$ cat src/rtl/ltb_pkg.sv
package ltb_pkg;
  typedef enum logic [3:0] {
    LS_DETECT   = 4'd0,
    LS_POLLING  = 4'd1,
    LS_CONFIG   = 4'd2,
    LS_L0       = 4'd4,
    LS_L1       = 4'd5,
    LS_L2       = 4'd6,
    LS_RECOVERY = 4'd7,
    LS_LOOPBACK = 4'd8,
    LS_HOTRESET = 4'd9,
    LS_DISABLED = 4'd10,
    LS_TXCHAR   = 4'd11
  } link_major_e;

  localparam int CTL_EN_BIT   = 0;
  localparam int CTL_CLR_BIT  = 2;
  localparam int CTL_TRIG_BIT = 3;
  localparam int CTL_TFLD_LSB = 4;
endpackage

$ cat src/rtl/ltb_capture.sv
module ltb_capture #(
  parameter int DEPTH = 32,
  parameter int MAJ_W = 4,
  parameter int MIN_W = 3,
  localparam int PTR_W = $clog2(DEPTH),
  localparam int ENT_W = MAJ_W + 2*MIN_W
) (
  input  logic             clk,
  input  logic             rst_n,
  input  logic             cap_en,
  input  logic             clear,
  input  logic             trig_en,
  input  logic [ENT_W-1:0] trig_val,
  input  logic [ENT_W-1:0] cur_val,
  output logic             we,
  output logic [PTR_W-1:0] waddr,
  output logic [ENT_W-1:0] wdata,
  output logic [PTR_W-1:0] wptr,
  output logic             full
);
  localparam logic [PTR_W-1:0] LAST_IDX = PTR_W'(DEPTH-1);

  logic [PTR_W-1:0] wptr_q, wptr_d;
  logic             full_q, full_d;
  logic [ENT_W-1:0] last_q, last_d;
  logic             have_q, have_d;
  logic             armed_q, armed_d;
  logic             match, go, fresh;

  always_comb begin
    match = (cur_val == trig_val);
    go    = !trig_en || armed_q || match;
    fresh = !have_q || (cur_val != last_q);
    we    = cap_en && !clear && go && fresh;
  end

  always_comb begin
    wptr_d  = wptr_q;
    full_d  = full_q;
    last_d  = last_q;
    have_d  = have_q;
    armed_d = armed_q;
    if (clear) begin
      wptr_d  = '0;
      full_d  = 1'b0;
      have_d  = 1'b0;
      armed_d = 1'b0;
    end else begin
      if (cap_en && trig_en && match) armed_d = 1'b1;
      if (we) begin
        wptr_d = (wptr_q == LAST_IDX) ? '0 : wptr_q + 1'b1;
        if (wptr_q == LAST_IDX) full_d = 1'b1;
        last_d = cur_val;
        have_d = 1'b1;
      end
    end
  end

  always_ff @(posedge clk or negedge rst_n) begin
    if (!rst_n) begin
      wptr_q  <= '0;
      full_q  <= 1'b0;
      last_q  <= '0;
      have_q  <= 1'b0;
      armed_q <= 1'b0;
    end else begin
      wptr_q  <= wptr_d;
      full_q  <= full_d;
      last_q  <= last_d;
      have_q  <= have_d;
      armed_q <= armed_d;
    end
  end

  assign waddr = wptr_q;
  assign wdata = cur_val;
  assign wptr  = wptr_q;
  assign full  = full_q;

  AST_PTR_ONE_STEP: assert property (@(posedge clk) disable iff (!rst_n)
    (wptr_q != $past(wptr_q)) |-> ($past(clear) || wptr_q == $past(wptr_q) + 1'b1));
  AST_FULL_STICKY: assert property (@(posedge clk) disable iff (!rst_n)
    (full_q && !clear) |=> full_q);
  AST_CLEAR_EMPTIES: assert property (@(posedge clk) disable iff (!rst_n)
    clear |=> (wptr_q == '0 && !full_q && !armed_q));
  AST_IDLE_WHEN_OFF: assert property (@(posedge clk) disable iff (!rst_n)
    (!cap_en && !clear) |=> ($stable(wptr_q) && $stable(full_q)));
  AST_TRIG_HOLDS: assert property (@(posedge clk) disable iff (!rst_n)
    (trig_en && !armed_q && cur_val != trig_val) |-> !we);
endmodule

$ cat src/rtl/ltb_ram.sv
module ltb_ram #(
  parameter int DEPTH = 32,
  parameter int ENT_W = 10,
  localparam int PTR_W = $clog2(DEPTH)
) (
  input  logic             clk,
  input  logic             rst_n,
  input  logic             we,
  input  logic [PTR_W-1:0] waddr,
  input  logic [ENT_W-1:0] wdata,
  input  logic [PTR_W-1:0] raddr,
  output logic [ENT_W-1:0] rdata
);
  logic [ENT_W-1:0] cells [DEPTH];

  for (genvar i = 0; i < DEPTH; i++) begin : g_cell
    logic             cell_en;
    logic [ENT_W-1:0] cell_q;
    assign cell_en = we && (waddr == PTR_W'(i));
    always_ff @(posedge clk or negedge rst_n) begin
      if (!rst_n)       cell_q <= '0;
      else if (cell_en) cell_q <= wdata;
    end
    assign cells[i] = cell_q;
  end

  assign rdata = cells[raddr];

  AST_WRITE_LANDS: assert property (@(posedge clk) disable iff (!rst_n)
    we |=> (cells[$past(waddr)] == $past(wdata)));
endmodule

$ cat src/rtl/ltb_regs.sv
module ltb_regs
  import ltb_pkg::*;
#(
  parameter int REG_W = 32,
  parameter int DEPTH = 32,
  parameter int MAJ_W = 4,
  parameter int MIN_W = 3,
  localparam int PTR_W = $clog2(DEPTH),
  localparam int ENT_W = MAJ_W + 2*MIN_W
) (
  input  logic             clk,
  input  logic             rst_n,
  input  logic             wr_en,
  input  logic             wr_sel,
  input  logic [REG_W-1:0] wdata,
  input  logic [PTR_W-1:0] wptr,
  input  logic             full,
  input  logic [ENT_W-1:0] entry,
  output logic             cap_en,
  output logic             clear,
  output logic             trig_en,
  output logic [ENT_W-1:0] trig_val,
  output logic [PTR_W-1:0] rd_idx,
  output logic [REG_W-1:0] ctrl_rd,
  output logic [REG_W-1:0] stat_rd
);
  localparam int CTL_W   = CTL_TFLD_LSB + ENT_W;
  localparam int T_TX    = CTL_TFLD_LSB + MAJ_W;
  localparam int T_RX    = T_TX + MIN_W;
  localparam int PTR_LSB = 1;
  localparam int IDX_LSB = PTR_LSB + PTR_W;
  localparam int VLD_BIT = IDX_LSB + PTR_W;
  localparam int MAJ_LSB = VLD_BIT + 1;
  localparam int TX_LSB  = MAJ_LSB + MAJ_W;
  localparam int RX_LSB  = TX_LSB + MIN_W;
  localparam logic [CTL_W-1:0] CTL_MASK = ~(CTL_W'(1) << 1);

  logic [CTL_W-1:0] ctrl_q, ctrl_d;
  logic [PTR_W-1:0] idx_q, idx_d;
  logic             valid;

  always_comb begin
    ctrl_d = ctrl_q;
    idx_d  = idx_q;
    if (wr_en && !wr_sel) ctrl_d = wdata[CTL_W-1:0] & CTL_MASK;
    if (wr_en && wr_sel)  idx_d  = wdata[IDX_LSB +: PTR_W];
  end

  always_ff @(posedge clk or negedge rst_n) begin
    if (!rst_n) begin
      ctrl_q <= '0;
      idx_q  <= '0;
    end else begin
      ctrl_q <= ctrl_d;
      idx_q  <= idx_d;
    end
  end

  assign cap_en   = ctrl_q[CTL_EN_BIT];
  assign clear    = ctrl_q[CTL_CLR_BIT];
  assign trig_en  = ctrl_q[CTL_TRIG_BIT];
  assign trig_val = {ctrl_q[CTL_TFLD_LSB +: MAJ_W], ctrl_q[T_TX +: MIN_W], ctrl_q[T_RX +: MIN_W]};
  assign rd_idx   = idx_q;
  assign ctrl_rd  = REG_W'(ctrl_q);

  always_comb begin
    valid = full || (idx_q < wptr);
    stat_rd = '0;
    stat_rd[0] = full;
    stat_rd[PTR_LSB +: PTR_W] = wptr;
    stat_rd[IDX_LSB +: PTR_W] = idx_q;
    stat_rd[VLD_BIT] = valid;
    if (valid) begin
      stat_rd[MAJ_LSB +: MAJ_W] = entry[ENT_W-1 -: MAJ_W];
      stat_rd[TX_LSB +: MIN_W]  = entry[2*MIN_W-1 -: MIN_W];
      stat_rd[RX_LSB +: MIN_W]  = entry[MIN_W-1:0];
    end
  end

  AST_IDX_LOADS: assert property (@(posedge clk) disable iff (!rst_n)
    (wr_en && wr_sel) |=> (idx_q == $past(wdata[IDX_LSB +: PTR_W])));
  AST_CTRL_RSVD_ZERO: assert property (@(posedge clk) disable iff (!rst_n)
    (wr_en && !wr_sel) |=> (ctrl_rd[1] == 1'b0 && ctrl_rd[REG_W-1:CTL_W] == '0));
endmodule

$ cat src/rtl/link_trace_buf.sv
module link_trace_buf #(
  parameter int DEPTH = 32,
  parameter int MAJ_W = 4,
  parameter int MIN_W = 3,
  parameter int REG_W = 32
) (
  input  logic             clk,
  input  logic             rst_n,
  input  logic [MAJ_W-1:0] ls_major,
  input  logic [MIN_W-1:0] ls_tx_minor,
  input  logic [MIN_W-1:0] ls_rx_minor,
  input  logic             reg_wr,
  input  logic             reg_sel,
  input  logic [REG_W-1:0] reg_wdata,
  output logic [REG_W-1:0] ctrl_rdata,
  output logic [REG_W-1:0] stat_rdata
);
  localparam int PTR_W = $clog2(DEPTH);
  localparam int ENT_W = MAJ_W + 2*MIN_W;

  logic             rst_meta_q, rst_sync_q;
  logic             cap_en, clear, trig_en, we, full;
  logic [ENT_W-1:0] trig_val, cur_val, wdata, entry;
  logic [PTR_W-1:0] waddr, wptr, rd_idx;

  always_ff @(posedge clk or negedge rst_n) begin
    if (!rst_n) begin
      rst_meta_q <= 1'b0;
      rst_sync_q <= 1'b0;
    end else begin
      rst_meta_q <= 1'b1;
      rst_sync_q <= rst_meta_q;
    end
  end

  assign cur_val = {ls_major, ls_tx_minor, ls_rx_minor};

  ltb_regs #(.REG_W(REG_W), .DEPTH(DEPTH), .MAJ_W(MAJ_W), .MIN_W(MIN_W)) u_regs (
    .clk(clk), .rst_n(rst_sync_q), .wr_en(reg_wr), .wr_sel(reg_sel), .wdata(reg_wdata),
    .wptr(wptr), .full(full), .entry(entry), .cap_en(cap_en), .clear(clear),
    .trig_en(trig_en), .trig_val(trig_val), .rd_idx(rd_idx),
    .ctrl_rd(ctrl_rdata), .stat_rd(stat_rdata)
  );

  ltb_capture #(.DEPTH(DEPTH), .MAJ_W(MAJ_W), .MIN_W(MIN_W)) u_capture (
    .clk(clk), .rst_n(rst_sync_q), .cap_en(cap_en), .clear(clear), .trig_en(trig_en),
    .trig_val(trig_val), .cur_val(cur_val), .we(we), .waddr(waddr), .wdata(wdata),
    .wptr(wptr), .full(full)
  );

  ltb_ram #(.DEPTH(DEPTH), .ENT_W(ENT_W)) u_ram (
    .clk(clk), .rst_n(rst_sync_q), .we(we), .waddr(waddr), .wdata(wdata),
    .raddr(rd_idx), .rdata(entry)
  );
endmodule

$ cat config.mk
export PLATFORM = sky130hd
export DESIGN_NAME = link_trace_buf
export DESIGN_NICKNAME = d
export VERILOG_FILES = /design/src/rtl/ltb_pkg.sv /design/src/rtl/ltb_capture.sv /design/src/rtl/ltb_ram.sv /design/src/rtl/ltb_regs.sv /design/src/rtl/link_trace_buf.sv
export SDC_FILE = /design/constraint.sdc
export NUM_CORES = 1
export LEC_CHECK = 0
export CORE_MARGIN = 3
export CORE_UTILIZATION = 50
export CTS_CLUSTER_SIZE = 24
export DETAILED_ROUTE_END_ITERATION = 12
export DONT_BUFFER_PORTS = 1
export PLACE_DENSITY = 0.66
export SYNTH_ARGS = -nofsm -noshare
export SYNTH_HDL_FRONTEND = slang
export SYNTH_SLANG_ARGS = --single-unit
$ cat constraint.sdc
create_clock -name clk -period 13.7 [get_ports clk]
set_input_delay 0.685 -clock clk [delete_from_list [all_inputs] [get_ports clk]]
set_output_delay 0.685 -clock clk [all_outputs]
set_load 0.01 [all_outputs]
# Yosys cells after proc, flatten, opt, wreduce, memory -nomap -nowiden
# Cells that the tools add are included.
# op_classes
n_addsub	1
order_cmp	2
eq_ne	33
mux	14
bitwise_logic	2
n_reduce_logical	53
# op_table
op	n
equality test 5 bit (second input constant)	16
binary-select mux 10 bit (select 5 bit)	1
equality test 5 x 4 -> 1 bit (second input constant)	8
logical AND 1 bit	39
2-to-1 mux 10 bit	3
equality test 5 x 3 -> 1 bit (second input constant)	4
2-to-1 mux 5 bit	3
equality test 10 bit	1
equality test 5 x 2 -> 1 bit (second input constant)	2
inequality test 10 bit	1
2-to-1 mux 1 bit	7
greater-or-equal comparator 6 bit (second input constant)	1
NOT 5 -> 6 bit	1
nonzero test 2 bit	3
adder 5 x 1 -> 5 bit (second input constant)	1
equality test 5 x 1 -> 1 bit (second input constant)	1
logical NOT 5 bit	1
less-than comparator 5 bit	1
logical NOT 1 bit	4
logical OR 1 bit	4
AND reduction 2 bit	2
NOT 1 bit	1
# totals
ff_bits	358
in_bits	46
output_inout_bits	64
elab_cells	146

# Longest topological paths before layout
# Gate-level depths: netlist (run 1).
# depth
ltp_word	7
mapped_depth	9
ltp_nobuf	7

# By module
# Synthesis (run 1) repeated with hierarchy kept, for this count alone.
# hier_totals
cells_unflattened	1333
area_unflattened_um2	17566.8
# by_module_without_submodules
mod	instances	cells_per_inst	area_per_inst_um2	seq_area_each_um2
ltb_ram	1	1093	14988.1	8007.7
ltb_regs	1	135	1363.8	450.4
ltb_capture	1	102	1161.1	450.4
link_trace_buf	1	3	53.8	50.0

# Worst setup path before layout (run 1)
# Ideal clock, no wire load.
# synth_timing
path_kind	register to output
startpoint	reg u_regs.idx_q[0], in the netlist u_regs.rd_idx[0]
endpoint	out stat_rdata[12]
arrival_ps	2586
required_ps	13015
path_slack_ps	10429
path_stages_with_launch	6
path_buffers	2
path_cell_list	dfrtp_1 clkbuf_1 buf_1 mux4_2 mux4_2 a22o_1
# synth_via
elab_chain_len	5
word_cells_on_any_way	7
classes_between	order compare (1); mux (4); bitwise (1); reduce/logical (1)
# synth_lines
element	line_no	rtl
start: declaration	ltb_regs.sv:39	logic [PTR_W-1:0] idx_q, idx_d;
start signal: assignment	ltb_regs.sv:55	idx_q <= idx_d;
NOT 5 -> 6 bit (implied by the code)	ltb_ram.sv:27	assign rdata = cells[raddr];
binary-select mux 10 bit (select 5 bit)	ltb_ram.sv:27	
2-to-1 mux 10 bit (implied by the code) (2 in a row)	ltb_ram.sv:27	
2-to-1 mux 10 bit *	ltb_regs.sv:73	if (valid) begin
end: declaration	link_trace_buf.sv:16	output logic [REG_W-1:0] stat_rdata
# Mark *: on every way between the ends. The rest lies on a longest branch, timed or not. The select of a mux whose other input is x is not followed.

# Worst setup path in the final report (run 1)
# Same ends and word-level chain as after synthesis.

==> tab_implementation.tex, run 1 <==
\begin{tabular}{lr}
\hline
Metric & Value \\
\hline
\multicolumn{2}{l}{\textbf{Run status}} \\
\quad Result of the run & finished, final reports clean \\
\multicolumn{2}{l}{\textbf{Floorplan}} \\
\quad Width of the die & 192 microns \\
\quad Area enclosed by the die boundary & 0.0368 sq mm \\
\quad Effective utilization at floorplan & roughly half \\
\quad Floorplan core area & 0.0338 sq mm \\
\quad Placement row count & 67 \\
\quad Top-Level Pins & 110 \\
\quad Die Ht & 192 microns \\
\multicolumn{2}{l}{\textbf{Clocking}} \\
\quad Clock transition at the registers of the reported paths & roughly 0.060 ns \\
\quad Buffers inserted by post-CTS timing repair & 0 \\
\quad Buffer depth of the longest clock path & 3 \\
\quad Number of CTS-inserted buffers & 40 \\
\quad TritonCTS clock tree & done \\
\quad \# H-tree levels & 2 \\
\quad Quantity of gates resized following cts & 0 \\
\quad Hold-fix buffers at CTS & 1 \\
\quad Number of clock sinks & 358 \\
\quad Worst skew pair latency & approximately 0.53 ns \\
\quad Clk Tree Root Cell & sky130\_fd\_sc\_hd\_\_clkbuf\_16 \\
\multicolumn{2}{l}{\textbf{Placement}} \\
\quad Pre-CTS WS & 9.53 ns \\
\quad GP Congestion & 0.775 \\
\quad Count of input and output buffers & 0 \\
\quad HPWL after detailed placement & 23200 microns \\
\multicolumn{2}{l}{\textbf{Global routing}} \\
\quad Global-route wire length before repair & 58700 microns \\
\quad Overflow after GRT & 0 \\
\quad Pin count of the biggest net entering global routing & 81 \\
\quad GR Util All Layers & a little over a fifth \\
\quad Initial antenna violation count & 0 \\
\quad Number of global-route vias before repair & 9418 \\
\multicolumn{2}{l}{\textbf{Synth}} \\
\quad Total of warnings raised by yosys & 0 \\
\quad Main combinational cell family by area after synthesis & multiplexers \\
\quad Count of state elements after synthesis & 358 \\
\quad Post-synthesis cell type count & 40 \\
\quad Share of synthesized area spent on multiplexers & 35.0\% \\
\quad Synth Area in Simple Gates & 5.51\% \\
\quad Post-Synthesis Cell Area & 0.0173 sq mm \\
\quad Share of the synthesized area in compound gates (AO/OA/AOI/OAI) & 2.02\% \\
\quad Arithmetic-cell share of the synthesized area counting full adders, half adders and majority gates & less than 1\% \\
\quad Synthesized-area fraction occupied by xor and xnor cells & 1.02\% \\
\quad Sequential cell area fraction in the yosys report & 51.9\% \\
\quad Avg Cell Area, Syn & 15.6 sq um \\
\quad Cell count after synthesis & 1105 \\
\multicolumn{2}{l}{\textbf{Detailed routing}} \\
\quad DR pass1 iterations & 4 \\
\quad Via count & a little over 9000 \\
\quad Remaining antenna violation count & 0 \\
\quad Residual DRC & 0 \\
\quad Wire length per cell & roughly 25 microns \\
\quad Detailed router's first-iteration violation count & 455 \\
\quad Via-to-Cell Ratio & 5.94 \\
\quad Final wirelength & 38000 microns \\
\multicolumn{2}{l}{\textbf{Critical path}} \\
\quad CP required & 13.02 ns \\
\quad Kind of end point of the critical path & output port \\
\quad Worst path arrival time & 3.91 ns \\
\quad CP Cell Sequence & buf\_4 > mux4\_2 > mux2i\_1 > a21oi\_1 > a22o\_1 \\
\quad Critical path startpoint category & flip-flop \\
\quad Launching instance or port of the critical path & u\_regs.rd\_idx[0] \\
\quad R2r startpoint & u\_regs.ctrl\_q[0] \\
\quad Crit path to & stat\_rdata[12] \\
\quad Classification of the worst setup path & flip-flop to output port \\
\quad Minimum setup slack among reg-to-reg paths & between 10 and 15 ns \\
\quad Critical-path maximum fanout & 43 \\
\quad Depth of the worst register-to-register path & 4 \\
\quad Highest-delay cell along the critical path & sky130\_fd\_sc\_hd\_\_dfrtp\_4 \\
\quad Maximum cell stage delay along the critical path & 1.01 ns \\
\quad Capture point of the worst reg-to-reg path & u\_ram.g\_cell[1].cell\_q[7] \\
\multicolumn{2}{l}{\textbf{STA}} \\
\quad Tightest slew margin relative to the limit & 22.5\% \\
\quad Peak Freq & between 0.2 and 0.25 GHz \\
\quad Slew of the pin with the lowest slew margin & 1.16 ns \\
\quad Number of failing hold endpoints at the final stage & 0 \\
\quad Setup total negative slack & 0 ns \\
\quad Worst clock skew & about 0.023 ns \\
\quad Unrepaired setup endpoints after global routing & false \\
\quad Post-route minimum period & $\sim$4.6 ns \\
\quad Post-route setup slack & 9.10 ns \\
\quad Final setup violation count & 0 \\
\quad Number of max-slew violations in the final report & 0 \\
\quad Crit share post-route & 33.5\% \\
\quad Min Hold Slack & 0.301 ns \\
\multicolumn{2}{l}{\textbf{Final layout}} \\
\quad Number of nets in the final layout & 1126 \\
\quad Layout overhead on the synthesized area & 8.82\% \\
\quad Layout fillers & 2693 \\
\quad Fraction of final layout cells sized beyond drive strength 1 & 49.5\% \\
\quad Number of diodes added for antenna fixing & 0 \\
\quad Core occupancy in the finished layout & 55.6\% \\
\multicolumn{2}{l}{\textbf{Flow run}} \\
\quad Max\_cap viols & 0 \\
\multicolumn{2}{l}{\textbf{Power}} \\
\quad Leakage power total & 0.00720 uW \\
\quad Tot Pwr & 2840 uW \\
\quad Worst IR Drop VDD & 0.0864 mV \\
\quad Pwr/cell area & 151 mW/mm\^{}2 \\
\multicolumn{2}{l}{\textbf{Worst hold path}} \\
\quad Hold crit path type & input pin to flip-flop \\
\hline
\end{tabular}
## state kept, by name (all words and copies together), names as in the netlist
| signal | flops |
|---|---|
| rst_sync_q | 1 |
| rst_meta_q | 1 |
| u_regs.rd_idx | 5 |
| u_capture.last_q | 10 |
| u_capture.waddr | 5 |
| u_ram.g_cell.cell_q | 320 |
| u_regs.ctrl_q | 13 |
| u_capture.armed_q | 1 |
| u_capture.full | 1 |
| u_capture.have_q | 1 |
## Yosys cell counts
library cell	instances	area [sq um]
sky130_fd_sc_hd__dfrtp_1	358	8960
sky130_fd_sc_hd__nand2_1	19	71.3
sky130_fd_sc_hd__or3_1	3	18.8
sky130_fd_sc_hd__o21a_1	2	15.0
sky130_fd_sc_hd__ha_1	10	125
sky130_fd_sc_hd__mux2_2	347	3910
sky130_fd_sc_hd__mux4_2	90	2030
sky130_fd_sc_hd__o2bb2ai_1	1	8.76
sky130_fd_sc_hd__o311a_1	1	10.0
sky130_fd_sc_hd__nor4_4	28	596
sky130_fd_sc_hd__o22ai_1	1	6.26
sky130_fd_sc_hd__a2111oi_0	1	8.76
sky130_fd_sc_hd__a211oi_1	12	90.1
sky130_fd_sc_hd__nor3_2	3	30.0
sky130_fd_sc_hd__conb_1	2	7.51
sky130_fd_sc_hd__buf_6	2	22.5
sky130_fd_sc_hd__nor4_1	3	18.8
sky130_fd_sc_hd__clkbuf_1	48	180
sky130_fd_sc_hd__o311ai_0	1	8.76
sky130_fd_sc_hd__a21o_1	3	22.5
sky130_fd_sc_hd__nand3b_1	1	7.51
sky130_fd_sc_hd__nor3_1	2	10.0
sky130_fd_sc_hd__buf_2	24	120
sky130_fd_sc_hd__and3b_1	1	8.76
sky130_fd_sc_hd__nand3_1	11	55.1
sky130_fd_sc_hd__nor2b_1	12	75.1
sky130_fd_sc_hd__a21oi_1	11	55.1
sky130_fd_sc_hd__nand4_1	4	25.0
sky130_fd_sc_hd__o21ai_0	4	20.0
sky130_fd_sc_hd__buf_4	36	270
sky130_fd_sc_hd__xnor2_1	20	175
sky130_fd_sc_hd__nand2b_1	1	6.26
sky130_fd_sc_hd__or4_1	3	22.5
sky130_fd_sc_hd__a22o_1	10	87.6
sky130_fd_sc_hd__mux2i_1	10	100
sky130_fd_sc_hd__inv_1	10	37.5
sky130_fd_sc_hd__buf_1	6	22.5
sky130_fd_sc_hd__and3_1	1	6.26
sky130_fd_sc_hd__o31ai_1	2	15.0
sky130_fd_sc_hd__clkinv_1	1	3.75
## how the worst min path moves through the flow
stage	to	slack, ns	depth (start not counted)	start
floorplan	rst_sync_q	0.33	0	rst_meta_q
global placement	rst_sync_q	0.34	0	rst_meta_q
detailed placement	rst_sync_q	0.34	0	rst_meta_q
CTS	u_regs.rd_idx[3]	0.28	1	reg_wdata[9]
global route	u_regs.ctrl_q[8]	0.28	1	reg_wdata[8]
finish	u_regs.rd_idx[3]	0.30	1	reg_wdata[9]
## through the flow
| stage | instances | area, sq um |
|---|---|---|
| 5_1_grt | 1548 | 18800 |
| 6_report | 1548 | 18800 |
| 3_5_place_dp | 1475 | 17400 |
| 4_1_cts | 1548 | 18800 |
| 2_1_floorplan | 1133 | 17400 |
| 3_3_place_gp | 1475 | 17400 |
## critical path, delay by kind of cell, from the launching register on
kind                   cells  cell delay, ns
muxes                      2            1.10
DFF                        1            1.01
buffers and inverters      1            0.83
AOI/OAI and AO/OA          2            0.44
## routing by layer
layer	vias up	wire length (microns)	GRT usage (%)
met5	-	0	0
met4	0	896	5.64
met3	57	1410	3.36
met2	181	18700	34.2
met1	4968	17000	30.2
li1	3995	-	-
## cells by family (layout without fill, tap and decap cells)
| logic type | Yosys count | count (layout) |
|---|---|---|
| XOR/XNOR | 20 | 20 |
| multiplexers | 447 | 447 |
| adder cells (fa/ha/maj) | 10 | 10 |
| AO/OA/AOI/OAI | 49 | 49 |
| flip-flops | 358 | 358 |
| other | 2 | 30 |
| AND/OR/NAND/NOR | 92 | 92 |
| buffers and inverters | 127 | 94 |
## final cells by class
class / instances / area, sq um / area share, %
clock buffer: 61 / 1140 / 6.07
clock inverter: 11 / 198 / 1.05
inverter: 11 / 41.3 / 0.220
multi-input combinational: 648 / 7780 / 41.4
sequential: 358 / 8970 / 47.8
tap: 448 / 561 / 2.98
timing repair buffer: 11 / 85.1 / 0.453
## report_power, final
group	switching, uW	internal, uW	leakage, uW
Sequential	91.1	1180	0.00419
Clock	416	669	0.000648
Combinational	219	258	0.00237
## layout by cell type (no fill, tap or decap), drive strengths merged, types with 2 or more instances in the layout
| cell | Yosys | final |
|---|---|---|
| nand2 | 19 | 19 |
| buf | 68 | 10 |
| or4 | 3 | 3 |
| o31ai | 2 | 2 |
| conb | 2 | 30 |
| mux4 | 90 | 90 |
| nor2b | 12 | 12 |
| xnor2 | 20 | 20 |
| nor3 | 5 | 5 |
| inv | 10 | 11 |
| mux2i | 10 | 10 |
| or3 | 3 | 3 |
| a21o | 3 | 3 |
| o21ai | 4 | 4 |
| a21oi | 11 | 11 |
| nand4 | 4 | 4 |
| a211oi | 12 | 12 |
| nor4 | 31 | 31 |
| clkinv | 1 | 5 |
| ha | 10 | 10 |
| dfrtp | 358 | 358 |
| mux2 | 347 | 347 |
| a22o | 10 | 10 |
| clkbuf | 48 | 61 |
| bufinv | 0 | 5 |
| o21a | 2 | 2 |
| nand3 | 11 | 11 |
Note: power is estimated with default switching activity, not from simulation.
==> run 2: changes to the inputs <==
==> constraint.sdc (replaced) <==
create_clock -name clk -period 4.35 [get_ports clk]
set_input_delay 0.2175 -clock clk [delete_from_list [all_inputs] [get_ports clk]]
set_output_delay 0.2175 -clock clk [all_outputs]
set_load 0.01 [all_outputs]
==> run 2 against run 1 <==
Net effect: clock power increased to 2.9 times the previous value; register-to-register slack got worse by 9.3 ns; clock skew decreased by 0.0048 ns; core utilization increased by 1.1 points; hold slack got worse by 0.23 ns; die area unchanged; non-clock buffer count increased by 36; count of clock-buffer cells in the layout unchanged; flip-flop and latch count unchanged; total power increased to 3.1 times the previous value; highest routed layer unchanged; via count increased by 3.2%; critical path type unchanged.
==> tab_implementation.tex, run 2 (synthesis gave the netlist of run 1 again) <==
\begin{tabular}{lr}
\hline
Metric & Value \\
\hline
\multicolumn{2}{l}{\textbf{STA}} \\
\quad Crit share post-route & between 80 and 90\% \\
\quad Worst clock skew & 0.0182 ns \\
\quad Min Hold Slack & 0.0714 ns \\
\quad Final setup violation count & 0 \\
\quad Unrepaired setup endpoints after global routing & false \\
\quad Number of failing hold endpoints at the final stage & 0 \\
\quad Tightest slew margin relative to the limit & 21.8\% \\
\quad Post-route setup slack & $\sim$0.64 ns \\
\quad Slew of the pin with the lowest slew margin & $\sim$1.2 ns \\
\quad Setup total negative slack & 0 ns \\
\quad Peak Freq & 0.269 GHz \\
\quad Number of max-slew violations in the final report & 0 \\
\quad Post-route minimum period & approximately 3.7 ns \\
\multicolumn{2}{l}{\textbf{Detailed routing}} \\
\quad Via count & 9496 \\
\quad DR pass1 iterations & 5 \\
\quad Via-to-Cell Ratio & between 6 and 7 \\
\quad Residual DRC & 0 \\
\quad Remaining antenna violation count & 0 \\
\quad Wire length per cell & around 25 microns \\
\quad Final wirelength & between 30000 and 40000 microns \\
\quad Detailed router's first-iteration violation count & 627 \\
\multicolumn{2}{l}{\textbf{Flow run}} \\
\quad Max\_cap viols & 0 \\
\multicolumn{2}{l}{\textbf{Global routing}} \\
\quad Global-route wire length before repair & 62000 microns \\
\quad Initial antenna violation count & 0 \\
\quad Overflow after GRT & 0 \\
\quad Pin count of the biggest net entering global routing & 95 \\
\quad GR Util All Layers & between 20\% and 30\% \\
\quad Number of global-route vias before repair & just under 10000 \\
\multicolumn{2}{l}{\textbf{Critical path}} \\
\quad Top cell family by delay on the critical path & flip-flops \\
\quad CP required & 4.13 ns \\
\quad Critical path startpoint category & flip-flop \\
\quad Stages on the worst setup path & 4 \\
\quad CP Cell Sequence & buf\_12 > mux4\_2 > mux4\_2 > a22o\_1 \\
\quad Minimum setup slack among reg-to-reg paths & about 1.1 ns \\
\quad Cell with the most instances on the worst path & sky130\_fd\_sc\_hd\_\_mux4\_2 \\
\quad Depth of the worst register-to-register path & 5 \\
\quad Capture point of the worst reg-to-reg path & u\_ram.g\_cell[24].cell\_q[7] \\
\quad Maximum cell stage delay along the critical path & approximately 1.1 ns \\
\quad Classification of the worst setup path & flip-flop to output port \\
\quad Buffers and inverters on the worst path & 1 \\
\quad Highest-delay cell along the critical path & sky130\_fd\_sc\_hd\_\_dfrtp\_4 \\
\quad Kind of end point of the critical path & output port \\
\quad R2r startpoint & u\_regs.ctrl\_q[12] \\
\quad Critical-path maximum fanout & 49 \\
\quad Worst path arrival time & $\sim$3.5 ns \\
\multicolumn{2}{l}{\textbf{Final layout}} \\
\quad Layout overhead on the synthesized area & 11.0\% \\
\quad Post-route insts no fill & between 1500 and 2000 \\
\quad Area used by sequential logic in the layout & 0.00897 sq mm \\
\quad Max FFs per register & 320 \\
\quad Number of diodes added for antenna fixing & 0 \\
\quad Fraction of final layout cells sized beyond drive strength 1 & 49.7\% \\
\quad Register with the highest flop count & u\_ram.g\_cell.cell\_q \\
\quad Most common cell after layout, fill and taps aside & sky130\_fd\_sc\_hd\_\_dfrtp\_1 \\
\quad Largest registers & u\_ram.g\_cell.cell\_q x320, u\_regs.ctrl\_q x13, u\_capture.last\_q x10 \\
\quad Leading cell types in the layout, fill and taps excluded & sky130\_fd\_sc\_hd\_\_dfrtp\_1 (354), sky130\_fd\_sc\_hd\_\_mux2\_2 (347), sky130\_fd\_sc\_hd\_\_mux4\_2 (90) \\
\quad Layout fillers & 2655 \\
\quad Number of nets in the final layout & 1161 \\
\quad Multi-input combinational cell area & 0.00778 sq mm \\
\multicolumn{2}{l}{\textbf{Clocking}} \\
\quad \# H-tree levels & 2 \\
\quad Number of clock sinks & 358 \\
\quad Worst skew pair latency & 0.53 ns \\
\quad TritonCTS clock tree & done \\
\quad Number of CTS-inserted buffers & 39 \\
\quad Clock transition at the registers of the reported paths & 0.06 ns \\
\quad Clk Tree Root Cell & sky130\_fd\_sc\_hd\_\_clkbuf\_16 \\
\quad Buffers inserted by post-CTS timing repair & 0 \\
\quad Buffer depth of the longest clock path & 3 \\
\multicolumn{2}{l}{\textbf{Power}} \\
\quad Leakage power total & 0.00739 uW \\
\quad Worst IR Drop VDD & between 0.3 and 0.4 mV \\
\quad Tot Pwr & 8790 uW \\
\quad Pwr/cell area & 459 mW/mm\^{}2 \\
\multicolumn{2}{l}{\textbf{Floorplan}} \\
\quad Placement row count & 67 \\
\quad Die Ht & 192 microns \\
\quad Area enclosed by the die boundary & roughly 0.037 sq mm \\
\quad Effective utilization at floorplan & 51.1\% \\
\quad Top-Level Pins & 110 \\
\quad Width of the die & 192 microns \\
\quad Floorplan core area & about 0.034 sq mm \\
\multicolumn{2}{l}{\textbf{Worst hold path}} \\
\quad Endpoint of the worst hold-timing path & u\_ram.g\_cell[24].cell\_q[6] \\
\quad Hold crit path type & input pin to flip-flop \\
\quad Min-delay src & ls\_major[0] \\
\quad Count of cells along the worst hold path & 2 \\
\multicolumn{2}{l}{\textbf{Placement}} \\
\quad Count of input and output buffers & 0 \\
\quad Post-Place Cells & 1487 \\
\quad GP Congestion & 0.788 \\
\quad Pre-CTS WS & 1.13 ns \\
\quad HPWL after detailed placement & 23800 microns \\
\multicolumn{2}{l}{\textbf{Run status}} \\
\quad Result of the run & finished, final reports clean \\
\hline
\end{tabular}
run 2: report_power, final:
| part | switching [uW] | internal [uW] |
|---|---|---|
| registers | 328 | 3730 |
| clock network | 1290 | 1860 |
| logic | 725 | 857 |
run 2: worst max-delay path by stage:
stage                   endpoint  slack [ns]        startpoint
2_1_floorplan  u_capture.armed_q        0.82        rst_sync_q
3_3_place_gp      stat_rdata[12]        1.13  u_regs.rd_idx[0]
3_5_place_dp      stat_rdata[12]        1.13  u_regs.rd_idx[0]
4_1_cts           stat_rdata[12]        0.57  u_regs.rd_idx[0]
5_1_grt           stat_rdata[21]        0.45  u_regs.rd_idx[0]
6_report          stat_rdata[12]        0.64  u_regs.rd_idx[0]
run 2: area by class of cell:
class | count | share of cell area (%)
flip-flops and latches | 358 | 46.8
multi-input cells | 648 | 40.6
clock buffers | 61 | 5.95
repair buffers | 47 | 3.08
well taps | 448 | 2.93
clock inverters | 6 | 0.379
inverters | 11 | 0.216
run 2: through the flow:
stage / cell area, sq um / utilization [%]
floorplan: 17400 / -
global placement: 17600 / 52.1
detailed placement: 17600 / 52.1
CTS: 19200 / 56.7
global route: 19200 / 56.7
finish: 19200 / 56.7
run 2: metal layers:
layer	vias up	GRT usage, %	share of wire, %
met5	-	0	0
met4	0	5.45	2.2
met3	49	3.54	4.1
met2	170	36.4	49
met1	5196	31.6	45
li1	4081	-	-
run 2: what timing repair did:
| item | in CTS | in global routing |
|---|---|---|
| hold buffers | 25 | 0 |
| endpoints found under the setup margin | 0 | 0 |
| endpoints found under the hold margin | 350 | 0 |
| gates resized for setup | 0 | 0 |
==> run 3: changes to the inputs <==
--- a/config.mk
+++ b/config.mk
@@ -5,6 +5,7 @@
 export SDC_FILE = /design/constraint.sdc
 export NUM_CORES = 1
 export LEC_CHECK = 0
+export CORE_ASPECT_RATIO = 1.25
 export CORE_MARGIN = 3
 export CORE_UTILIZATION = 50
 export CTS_CLUSTER_SIZE = 24
@@ -13,4 +14,5 @@
 export PLACE_DENSITY = 0.66
 export SYNTH_ARGS = -nofsm -noshare
 export SYNTH_HDL_FRONTEND = slang
+export SYNTH_HIERARCHICAL = 1
 export SYNTH_SLANG_ARGS = --single-unit
==> run 3 against run 2 <==
Net effect: non-clock buffer count increased by 12; final cell count increased by 13%; combinational power decreased by 16%; wire length increased by 4.6%; highest routed layer unchanged.
==> tab_implementation.tex, run 3 <==
\begin{tabular}{lr}
\hline
Metric & Value \\
\hline
\multicolumn{2}{l}{\textbf{Clocking}} \\
\quad Number of CTS-inserted buffers & 36 \\
\quad \# H-tree levels & 2 \\
\quad Clock transition at the registers of the reported paths & 0.06 ns \\
\quad Number of clock sinks & 358 \\
\quad Buffer depth of the longest clock path & 3 \\
\quad Clk Tree Root Cell & sky130\_fd\_sc\_hd\_\_clkbuf\_16 \\
\quad Worst skew pair latency & 0.53 ns \\
\quad TritonCTS clock tree & done \\
\multicolumn{2}{l}{\textbf{Synth}} \\
\quad Commonest register cell after synthesis & sky130\_fd\_sc\_hd\_\_dfrtp\_1 \\
\quad Total of warnings raised by yosys & 6 \\
\quad Avg Cell Area, Syn & about 13 sq um \\
\quad Number of synthesized flops with an enable pin & 0 \\
\quad Cell types with the largest area share after synthesis & sky130\_fd\_sc\_hd\_\_dfrtp\_1 (51\%), sky130\_fd\_sc\_hd\_\_mux2\_2 (20\%), sky130\_fd\_sc\_hd\_\_mux2i\_1 (9.1\%), sky130\_fd\_sc\_hd\_\_buf\_4 (3.0\%), sky130\_fd\_sc\_hd\_\_mux2\_4 (2.1\%) \\
\quad Post-synthesis cell type count & between 50 and 60 \\
\quad Sequential cell area fraction in the yosys report & between 50 and 60\% \\
\quad Most used standard cell by instance count after synthesis & sky130\_fd\_sc\_hd\_\_dfrtp\_1 \\
\quad Async SR Flop Fraction & 100\% \\
\quad Cell type with the largest total area after synthesis & sky130\_fd\_sc\_hd\_\_dfrtp\_1 \\
\quad Most instantiated cells after synthesis & sky130\_fd\_sc\_hd\_\_dfrtp\_1 (358), sky130\_fd\_sc\_hd\_\_mux2\_2 (319), sky130\_fd\_sc\_hd\_\_mux2i\_1 (160), sky130\_fd\_sc\_hd\_\_buf\_4 (71), sky130\_fd\_sc\_hd\_\_clkbuf\_1 (49) \\
\quad Cell count after synthesis & around 1300 \\
\quad Area fraction of the dominant cell type after synthesis & 51.0\% \\
\quad Post-Synthesis Cell Area & 0.0176 sq mm \\
\quad Count of state elements after synthesis & around 360 \\
\multicolumn{2}{l}{\textbf{Critical path}} \\
\quad CP required & 4.77 ns \\
\quad Launching instance or port of the critical path & u\_regs/ctrl\_q[6] \\
\quad Worst path arrival time & roughly 4.0 ns \\
\quad Classification of the worst setup path & flip-flop to flip-flop \\
\quad Critical path startpoint category & flip-flop \\
\quad Kind of end point of the critical path & flip-flop \\
\quad R2r startpoint & u\_regs/ctrl\_q[6] \\
\quad Critical-path maximum fanout & 11 \\
\multicolumn{2}{l}{\textbf{Detailed routing}} \\
\quad Highest metal layer used by the detailed router & met4 \\
\quad Detailed-routed wire length on met3 & 1700 microns \\
\quad DR pass1 iterations & 6 \\
\quad Wire length per cell & 23.2 microns \\
\quad Via-to-Cell Ratio & about 5.8 \\
\quad Via count & between 10000 and 15000 \\
\quad Residual DRC & 0 \\
\quad Detailed router's first-iteration violation count & a little under 600 \\
\quad Remaining antenna violation count & 0 \\
\quad Met2 routed WL & about 21000 microns \\
\quad Final wirelength & 41500 microns \\
\quad Post-route met1 wirelength & 17400 microns \\
\multicolumn{2}{l}{\textbf{Global routing}} \\
\quad Pin count of the biggest net entering global routing & 105 \\
\quad GR Util All Layers & 22.2\% \\
\quad Initial antenna violation count & 0 \\
\quad Global-route wire length before repair & 64600 microns \\
\quad Overflow after GRT & 0 \\
\quad Number of global-route vias before repair & 10900 \\
\multicolumn{2}{l}{\textbf{Floorplan}} \\
\quad Area enclosed by the die boundary & 0.0374 sq mm \\
\quad Floorplan core area & 0.0345 sq mm \\
\quad Top-Level Pins & 110 \\
\quad Width of the die & 174 microns \\
\quad Effective utilization at floorplan & 50.9\% \\
\quad Placement row count & 76 \\
\quad Die Ht & 216 microns \\
\multicolumn{2}{l}{\textbf{STA}} \\
\quad Number of max-slew violations in the final report & 0 \\
\quad Setup total negative slack & 0 ns \\
\quad Number of failing hold endpoints at the final stage & 0 \\
\quad Unrepaired setup endpoints after global routing & false \\
\quad Crit share post-route & 82.0\% \\
\quad Peak Freq & 0.280 GHz \\
\quad Worst clock skew & 0.0175 ns \\
\quad Slew of the pin with the lowest slew margin & 1.09 ns \\
\quad Final setup violation count & 0 \\
\quad Min Hold Slack & 0.0554 ns \\
\quad Tightest slew margin relative to the limit & 27.2\% \\
\quad Post-route minimum period & 3.57 ns \\
\multicolumn{2}{l}{\textbf{Final layout}} \\
\quad Layout fillers & 2832 \\
\quad Number of nets in the final layout & 1348 \\
\quad Fraction of final layout cells sized beyond drive strength 1 & 35.4\% \\
\quad Register with the highest flop count & u\_ram/g\_cell.cell\_q \\
\quad Layout overhead on the synthesized area & 9.64\% \\
\quad Largest registers & u\_ram/g\_cell.cell\_q x320, u\_regs/ctrl\_q x13, u\_capture/last\_q x10 \\
\quad Most common cell after layout, fill and taps aside & sky130\_fd\_sc\_hd\_\_dfrtp\_1 \\
\quad Final instance area & about 0.019 sq mm \\
\quad Leading cell types in the layout, fill and taps excluded & sky130\_fd\_sc\_hd\_\_dfrtp\_1 (356), sky130\_fd\_sc\_hd\_\_mux2\_2 (319), sky130\_fd\_sc\_hd\_\_mux2i\_1 (160) \\
\quad Max FFs per register & 320 \\
\quad Number of diodes added for antenna fixing & 0 \\
\multicolumn{2}{l}{\textbf{Worst hold path}} \\
\quad Hold crit path type & input pin to flip-flop \\
\quad Min-delay src & ls\_tx\_minor[2] \\
\multicolumn{2}{l}{\textbf{Placement}} \\
\quad Cell Area, Placed & between 0.015 and 0.02 sq mm \\
\quad Count of input and output buffers & 0 \\
\quad HPWL after detailed placement & 25500 microns \\
\quad GP Congestion & between 0.8 and 0.9 \\
\multicolumn{2}{l}{\textbf{Run status}} \\
\quad Result of the run & finished, final reports clean \\
\multicolumn{2}{l}{\textbf{Flow run}} \\
\quad Max\_cap viols & 0 \\
\multicolumn{2}{l}{\textbf{Power}} \\
\quad Pwr/cell area & 431 mW/mm\^{}2 \\
\quad Leakage power total & 0.00941 uW \\
\quad Worst IR Drop VDD & 0.364 mV \\
\hline
\end{tabular}
-- run 3: layer usage --
metal  up-vias  track usage (%)
met2       231             38.6
met3        71             3.19
met5         -                0
met1      5443             28.0
met4         0             8.58
li1       4641                -
-- run 3: area by class of cell --
| cell class | instances | area (sq um) | area share, % |
|---|---|---|---|
| tap | 468 | 586 | 3.04 |
| multi-input combinational | 836 | 7750 | 40.2 |
| sequential | 358 | 8970 | 46.6 |
| clock buffer | 51 | 1050 | 5.44 |
| timing repair buffer | 59 | 718 | 3.73 |
| clock inverter | 13 | 175 | 0.910 |
| inverter | 5 | 18.8 | 0.0974 |
-- run 3: repair_timing --
item,CTS,global route
hold endpoints to repair,350,0
hold buffers,35,0
buffers inserted,0,0
gates resized for setup,0,0
-- run 3: logic make-up after synthesis --
group / share of synthesized area (%)
AOI/OAI and AO/OA: 4.74
xor gates and xnor gates: 0.997
adders and majority gates: 0.427
buffers and inverters: 5.63
DFF: 51.0
muxes: 32.1
other: 0.0428
and+or+nand+nor: 5.10
-- run 3: path summary, 6_finish.rpt --
kind / endpoint / slack, ns / depth (start not counted)
max reg2reg: u_ram/g_cell[10].cell_q[6] / 0.78 / 8
max in group asynchronous: u_regs/rd_idx[1] / 2.81 / 1
min reg2reg: rst_sync_q / 0.35 / 0
max: u_ram/g_cell[10].cell_q[6] / 0.78 / 8
min: u_ram/g_cell[3].cell_q[5] / 0.06 / 2
min in group asynchronous: rst_sync_q / 0.46 / 2
-- run 3: per-stage QoR --
step / power [uW] / utilization (%) / setup WS [ns] / instances
2_1_floorplan: 4780 / - / 0.817 / 1361
4_1_cts: 8370 / 55.8 / 0.808 / 1790
5_1_grt: 8620 / 55.8 / 0.559 / 1790
6_report: 8300 / 55.8 / 0.784 / 1790
3_3_place_gp: 5010 / 50.9 / 0.870 / 1691
3_5_place_dp: 5040 / 50.9 / 0.839 / 1691
-- run 3: where the power goes --
part | leakage [uW] | switching [uW] | internal [uW] | total, uW
logic | 0.00392 | 728 | 604 | 1330
registers | 0.00489 | 211 | 3550 | 3760
clock network | 0.000604 | 1290 | 1920 | 3210
-- run 3: critical path: stages, from the launching register on --
cell	delay (ns)
sky130_fd_sc_hd__dfrtp_1	0.45
sky130_fd_sc_hd__xnor2_1	0.19
sky130_fd_sc_hd__nand4_1	0.18
sky130_fd_sc_hd__o41ai_2	0.46
sky130_fd_sc_hd__and3_1	0.62
sky130_fd_sc_hd__nand2b_4	0.19
sky130_fd_sc_hd__nor2_1	0.37
sky130_fd_sc_hd__nand2_1	0.53
sky130_fd_sc_hd__mux2_2	0.44
